===== src/rtl/latched_drive_stage.sv =====
module latched_drive_stage #(
  parameter int WIDTH = 192
) (
  input  logic             clk,
  input  logic             rst_n,
  input  logic [WIDTH-1:0] col_bits,
  input  logic             strobe_n,
  input  logic             blank_lo_n,
  input  logic             blank_hi_n,
  input  logic             float_req,
  output logic [WIDTH-1:0] pin_val,
  output logic             pin_en
);

  logic             strobe_seen_hi;
  logic             grab;
  logic [WIDTH-1:0] held;

  // Reset to "already low" so a strobe held low across reset is not an edge.
  always_ff @(posedge clk or negedge rst_n)
    if (!rst_n) strobe_seen_hi <= 1'b0;
    else        strobe_seen_hi <= strobe_n;

  assign grab = strobe_seen_hi & ~strobe_n;

  always_ff @(posedge clk)
    if (grab) held <= col_bits;

  assign pin_en  = ~float_req;
  assign pin_val = float_req   ? '0 :
                   !blank_lo_n ? '0 :
                   !blank_hi_n ? '1 : held;

  AST_CAPTURE_ON_FALL: assert property (@(posedge clk) disable iff (!rst_n)
    (strobe_seen_hi && !strobe_n) |=> (held == $past(col_bits)));
  AST_HOLD_OTHERWISE: assert property (@(posedge clk) disable iff (!rst_n)
    !(strobe_seen_hi && !strobe_n) |=> $stable(held));
  AST_FLOAT_RELEASES: assert property (@(posedge clk) disable iff (!rst_n)
    float_req |-> (!pin_en && pin_val == '0));
  AST_LOW_BLANK_WINS: assert property (@(posedge clk) disable iff (!rst_n)
    (!float_req && !blank_lo_n) |-> (pin_en && pin_val == '0));
  AST_HIGH_BLANK: assert property (@(posedge clk) disable iff (!rst_n)
    (!float_req && blank_lo_n && !blank_hi_n) |-> (pin_en && pin_val == '1));
  AST_DATA_PASS: assert property (@(posedge clk) disable iff (!rst_n)
    (!float_req && blank_lo_n && blank_hi_n) |-> (pin_en && pin_val == held));

endmodule


===== config.mk =====
export PLATFORM = sky130hd
export DESIGN_NAME = latched_drive_stage
export DESIGN_NICKNAME = d
export VERILOG_FILES = /design/src/rtl/latched_drive_stage.sv
export SDC_FILE = /design/constraint.sdc
export NUM_CORES = 1
export LEC_CHECK = 0
export ABC_CLOCK_PERIOD_IN_PS = 10950
export BUFFER_PORTS_ARGS = -buffer_cell sky130_fd_sc_hd__buf_2
export CAP_MARGIN = 15
export CORE_AREA = 5 5 149 151
export DETAILED_ROUTE_END_ITERATION = 8
export DIE_AREA = 0 0 154 156
export HOLD_SLACK_MARGIN = 0.03
export PLACE_DENSITY = 0.79
export RECOVER_POWER = 25
export SLEW_MARGIN = 10
export SYNTH_ARGS = -nofsm -noshare
export SYNTH_HDL_FRONTEND = slang
export SYNTH_SLANG_ARGS = --single-unit

===== constraint.sdc =====
create_clock -name clk -period 10.95 [get_ports clk]
set_clock_uncertainty 0.1 [all_clocks]
set_input_delay 1.6425 -clock clk [delete_from_list [all_inputs] [get_ports clk]]
set_output_delay 1.6425 -clock clk [all_outputs]
set_load 0.01 [all_outputs]

# --- Yosys cells after proc, flatten, opt, wreduce, memory -nomap -nowiden ---
# Cells that the tools add are included.
totals:
  wordCells: 8
  latchBits: 0
  romBits: 0
  reg_bits: 193
  mem_bits_rw: 0
  input_bits: 198
  mem_count: 0
op_classes:
  mul: 0
  n_lt_le_gt_ge: 0
  n_bitwise: 3
  n_mux: 3
  div_mod_pow: 0
  n_addsub: 0
  shift: 0
  eq_ne: 0
  reduce_logical: 0
op_table:
  columns: ["operator", "count"]
  rows:
  - ["192-bit 2-to-1 mux", 3]
  - ["1-bit inverter", 2]
  - ["1-bit bitwise AND", 1]

# --- Depth between registers and ports, before layout ---
# Gate-level depths: netlist (run 1).
depth:
  word_depth: 3
  ltp_mapped: 4
  mapped_depth_nobuf: 2

# --- Worst setup path before layout (run 1) ---
# Ideal clock, no wire load.
synth_path:
  path_type: "input port to flip-flop"
  startpoint: "in strobe_n"
  endpoint: "reg held[0] (enable)"
  required_time_ns: 10.077
  slack_ns: -0.066
  setup_ns: 0.773
  t_arrival_ns: 10.142
  stages: 1
  path_cell_list: "nor2b_1"
synth_via:
  elab_chain_len: 2
synth_lines:
  columns: ["element", "line_no", "text"]
  rows:
  - ["start, declared", "7", "input logic strobe_n,"]
  - ["1-bit inverter", "24", "assign grab = strobe_seen_hi & ~strobe_n;"]
  - ["1-bit bitwise AND", "24", null]
  - ["end signal, assigned", "27", "if (grab) held <= col_bits;"]
  - ["end, declared", "17", "logic [WIDTH-1:0] held;"]
# Every way passes these cells.
# A chain may end at the register's enable or synchronous reset.

# --- Worst setup path after layout (run 1) ---
layout_path:
  startpoint: "in float_req"
  endpoint: "out pin_val[10]"
layout_via:
  elab_chain_len: 1
layout_lines:
  columns: ["element", "line_no", "text"]
  rows:
  - ["start, declared", "10", "input logic float_req,"]
  - ["192-bit 2-to-1 mux", "30", "assign pin_val = float_req ? '0 :"]
  - ["end, declared", "11", "output logic [WIDTH-1:0] pin_val,"]
# Every way passes these cells.

==> results of run 1 <==
## state kept, by name, indices dropped and copies added (netlist names)
name	count
held	192
strobe_seen_hi	1
## routing by layer
layer,up-vias,routed length (µm),track usage
li1,2788,-,-
met1,2664,7650,0.194
met2,278,10600,0.281
met3,45,1470,0.0499
met4,0,576,0.0610
met5,-,0,0
## cell usage after synthesis
cell type	instances
inv_1	193
a21oi_1	192
edfxtp_1	192
buf_2	21
buf_6	20
clkbuf_1	1
dfrtp_1	1
nand2b_4	1
nor2b_1	1
## critical path, cell delays in order
cell      delay (ps)
buf_2             90
nand2b_4         760
buf_4            860
a21oi_1          130
buf_2            200
## cell type report
type / count / area, µm²
multi-input combinational: 194 / 988
clock buffer: 17 / 425
sequential: 193 / 5790
inverter: 193 / 724
fill: 1873 / 10300
tap: 275 / 344
clock inverter: 15 / 149
timing repair buffer: 393 / 1990
## per-stage QoR
step / total power, µW / instance area, µm² / hold slack, ps / instances
finish: 1610 / 10400 / 889 / 1280
global route: 1690 / 10400 / 851 / 1280
CTS: 1630 / 10400 / 862 / 1280
detailed placement: 1030 / 9840 / 1070 / 1248
global placement: 1030 / 9840 / 1050 / 1248
floorplan: 958 / 7830 / 1250 / 622
## logic make-up after synthesis
| logic type | Yosys count | synth area share |
|---|---|---|
| and+or+nand+nor | 2 | 0.00256 |
| AOI/OAI and AO/OA | 192 | 0.123 |
| DFF | 193 | 0.740 |
| buffers and inverters | 235 | 0.135 |
## power by group
group	internal (µW)	switching, µW	total, µW
Combinational	62.9	95.8	159
Clock	303	291	595
Sequential	849	7.64	857
Total	1220	395	1610
## path summary, 6_finish.rpt
check	startpoint	end	depth (start not counted)
setup / recovery	float_req	pin_val[10]	5
hold / removal	rst_n	strobe_seen_hi$_DFF_PN0_	1
setup reg to reg	strobe_seen_hi$_DFF_PN0_	held[114]$_DFFE_PP_	2
hold reg to reg	strobe_seen_hi$_DFF_PN0_	held[119]$_DFFE_PP_	2
max in group asynchronous	rst_n	strobe_seen_hi$_DFF_PN0_	1
min in group clk	strobe_seen_hi$_DFF_PN0_	held[119]$_DFFE_PP_	2
==> flow_summary_export.csv, run 1 <==
group,metric,value,unit
outcome,outcome,"completed",
sta,fmax,0.180,GHz
sta,report.final.slew_viol_count,0,
worst_hold_path,min_path_type,"input pin to asynchronous set/reset pin",
cts,cts_buffers,17,
die,dieArea,24000,µm²
cts,cts_sinks,193,
sta,setup_viol,0,
cts,postCtsHoldBufs,0,
sta,worst_slack,5390,ps
sta,slew-limit-headroom,0.229,
worst_setup_path,arrival,3820,ps
pwr,p_leak,0.00526,µW
sta,rsz0062_at_grt,"false",
die,initial_utilization,0.378,
sta,fin_setup_tns,0,ps
die,coreArea,20700,µm²
finish,final_util,0.503,
routing,routedWlPerCell,15.9,µm
finish,final_common_cell,"buf_2",
global_routing,grt_usage,0.163,
placed_design,dp_hpwl,14600,µm
finish,layout_common_cells,"buf_2, inv_1, a21oi_1, edfxtp_1, clkbuf_16",
routing,drt_iter0_markers,538,
routing,first_pass_iters,5,
worst_setup_path,reg2reg_slack,9040,ps
die,rows,53,
sta,period_minus_slack,5560,ps
pwr,ir_drop,91.2,µV
synthesis,synth_area_leader_cell,"edfxtp_1",
cts,cts_resized,0,
sta,worstMarginPinSlew,1160,ps
routing,post-route-drc-count,0,
sta,finalCritPeriodShare,0.508,
synthesis,ys_warn_count,0,
pwr,powerDensity,155,nW/µm²
synthesis,netlist.area_leader.share,0.736,
cts,cts_tree,"done",
placed_design,port_buffers,390,
finish,drive_above_1_share,0.423,
die,die_y,156,µm
flow_run,cap_violations,0,
die,num_io_pins,391,
global_routing,antenna_found_initial,0,
die,die_w,154,µm
worst_setup_path,crit_required,9210,ps
synthesis,ys_seq_elements,193,
finish,n_antenna_cell,0,
cts,h-tree-depth,4,
worst_setup_path,critPathKind,"input pin to primary output",
routing,wl,20300,µm
synthesis,ys_seq_area_frac,0.740,
cts,clock_latency,410,ps
routing,viasPerCell,4.51,
placed_design,dp_slack,5430,ps
synthesis,avgSynthCellArea,12.6,µm²
finish,area_delta_synth_final,33.0,%
worst_setup_path,crit_fanout,97,
synthesis,postSynthCellCount,622,
global_routing,grt_max_degree,193,
cts,cts_setup_buffers,0,
global_routing,gr-total-overflow,0,
routing,ant_nets,0,
synthesis,syn-num-nets,820,
synthesis,synth_cell_types,9,
sta,hold_viol_final,0,
cts,root_buffer,"clkbuf_16",
synthesis,syn-cell-area,7830,µm²
worst_setup_path,worstSetupEndpointType,"primary output",
global_routing,grt_pass1_wl,31100,µm
worst_setup_path,cp-start-kind,"input pin",
cts,clkTransAtPathRegs,70,ps
synthesis,synth_area_leaders,"edfxtp_1, a21oi_1, inv_1",
finish,fin_nets,1190,
cts,cts.path.max_buffers,2,
routing,vias,5775,
global_routing,grt_pass1_vias,5986,
placed_design,routabilityCongestion,0.915,
Power figures use the tool's default switching activity.
==> run 2, diff against run 1 <==
- ABC_CLOCK_PERIOD_IN_PS: 10950 -> 5540
- clock period: 10.95 -> 5.54 ns (I/O delays scaled with it)
==> flow_summary_export.csv, run 2 (same netlist as run 1, synthesis figures left out) <==
group,metric,value,unit
die,num_io_pins,391,
worst_setup_path,critPathMaxStageDelay,810,ps
finish,fin_nets,1192,
worst_setup_path,arrival,2530,ps
worst_setup_path,critPathMostFrequentCell,"buf_2",
worst_setup_path,reg2reg_to,"held[60]$_DFFE_PP_",
die,rows,53,
finish,layout_common_cells,"buf_2, inv_1, a21oi_1, edfxtp_1, clkbuf_16",
die,die_w,154,µm
sta,rsz0062_at_grt,"false",
pwr,power,3340,µW
die,dieArea,24000,µm²
pwr,ir_drop,217,µV
cts,cts_resized,0,
cts,cts.path.max_buffers,2,
pwr,pwr-share-clk,0.397,
worst_setup_path,reg2reg_slack,3200,ps
pwr,powerDensity,317,nW/µm²
global_routing,grt_pass1_vias,5866,
worst_setup_path,worstPathCellList,"buf_2, nand2b_4, buf_12, a21oi_1, buf_2",
global_routing,grt.met3_usage,0.0497,
die,die_y,156,µm
cts,root_buffer,"clkbuf_16",
worst_setup_path,cp_slowest_cell,"nand2b_4",
finish,drive_above_1_share,0.425,
pwr,seqPwrFrac,0.508,
routing,viasPerCell,4.51,
global_routing,top_usage_layer,"met2",
worst_setup_path,crit_fanout,102,
routing,vias,5799,
die,initial_utilization,0.378,
placed_design,dp_hpwl,15100,µm
routing,post-route-drc-count,0,
routing,first_pass_iters,4,
sta,period_minus_slack,3460,ps
finish,largest_register_ffs,192,
global_routing,gr-total-overflow,0,
pwr,power.switching,792,µW
sta,fmax,0.289,GHz
worst_setup_path,cp-start-kind,"input pin",
worst_hold_path,min_path_type,"input pin to asynchronous set/reset pin",
global_routing,antenna_found_initial,3,
worst_setup_path,critPathKind,"input pin to primary output",
die,coreArea,20700,µm²
pwr,p_int,2540,µW
global_routing,grt_max_degree,136,
worst_setup_path,crit_required,4610,ps
sta,hold_viol_final,0,
cts,h-tree-depth,4,
finish,final_common_cell,"buf_2",
placed_design,routabilityCongestion,0.898,
global_routing,grt_pass1_wl,31200,µm
flow_run,cap_violations,0,
worst_setup_path,r2r_start,"strobe_seen_hi$_DFF_PN0_",
global_routing,gr-usage-met2,0.290,
cts,cts_setup_buffers,0,
cts,cts_tree,"done",
routing,routedWlPerCell,16.2,µm
worst_setup_path,worstSetupEndpointType,"primary output",
routing,drt_iter0_markers,469,
cts,clkTransAtPathRegs,70,ps
finish,area_delta_synth_final,34.6,%
global_routing,grt_usage,0.166,
global_routing,grt_util_met1,0.195,
outcome,outcome,"completed",
finish,top_register,"held",
sta,report.final.slew_viol_count,0,
pwr,switching_share,0.238,
cts,clock_latency,420,ps
finish,final_util,0.509,
sta,slew-limit-headroom,0.249,
pwr,p_comb_frac,0.095,
routing,wl,20900,µm
sta,finalCritPeriodShare,0.624,
cts,postCtsHoldBufs,0,
cts,cts_sinks,193,
cts,cts_buffers,17,
sta,fin_setup_tns,0,ps
sta,worstMarginPinSlew,1120,ps
pwr,p_leak,0.00532,µW
finish,top_regs,"held (192), strobe_seen_hi (1)",
worst_setup_path,r2r_cells,2,
sta,setup_viol,0,
placed_design,port_buffers,390,
routing,ant_nets,0,
run 2: worst max-delay path by stage:
stage,start,end,slack [ps],cells past startpoint
3_5_place_dp,float_req,pin_val[4],2080,5
3_3_place_gp,float_req,pin_val[9],2140,5
2_1_floorplan,strobe_n,held[0]$_DFFE_PP_,1370,1
4_1_cts,float_req,pin_val[4],2090,5
5_1_grt,float_req,pin_val[93],1920,5
6_report,float_req,pin_val[4],2080,5
run 2: critical path, delay by kind of cell:
family / cells / cell delay (ps)
AOI/OAI and AO/OA: 1 / 110
buffers and inverters: 3 / 710
and+or+nand+nor: 1 / 810
run 2: power by group through the flow:
stage	clock network [µW]	logic [µW]	registers, µW
finish	1320	317	1690
global route	1430	350	1700
CTS	1350	321	1690
detailed placement	0	319	1730
global placement	0	310	1720
floorplan	0	163	1730
run 2: area by class of cell:
class	instances	area (µm²)
clock buffer	17	425
sequential	193	5790
fill	1842	10200
inverter	193	724
tap	275	344
timing repair buffer	395	2030
multi-input combinational	194	988
clock inverter	15	224
antenna	3	7.51
run 2: per-layer routing:
layer  vias up  share of wire
li1       2790              -
met1      2697           0.37
met2       276           0.53
met3        34          0.076
met4         2          0.023
met5         -        0.00034
run 2: per-stage QoR:
step | cells | setup slack [ps] | instance area [µm²] | hold WS [ps]
floorplan | 622 | 1370 | 7840 | 435
global placement | 1250 | 2140 | 9880 | 507
detailed placement | 1250 | 2080 | 9880 | 509
CTS | 1282 | 2090 | 10500 | 49.7
global route | 1283 | 1920 | 10500 | 39.9
finish | 1285 | 2080 | 10500 | 64.5
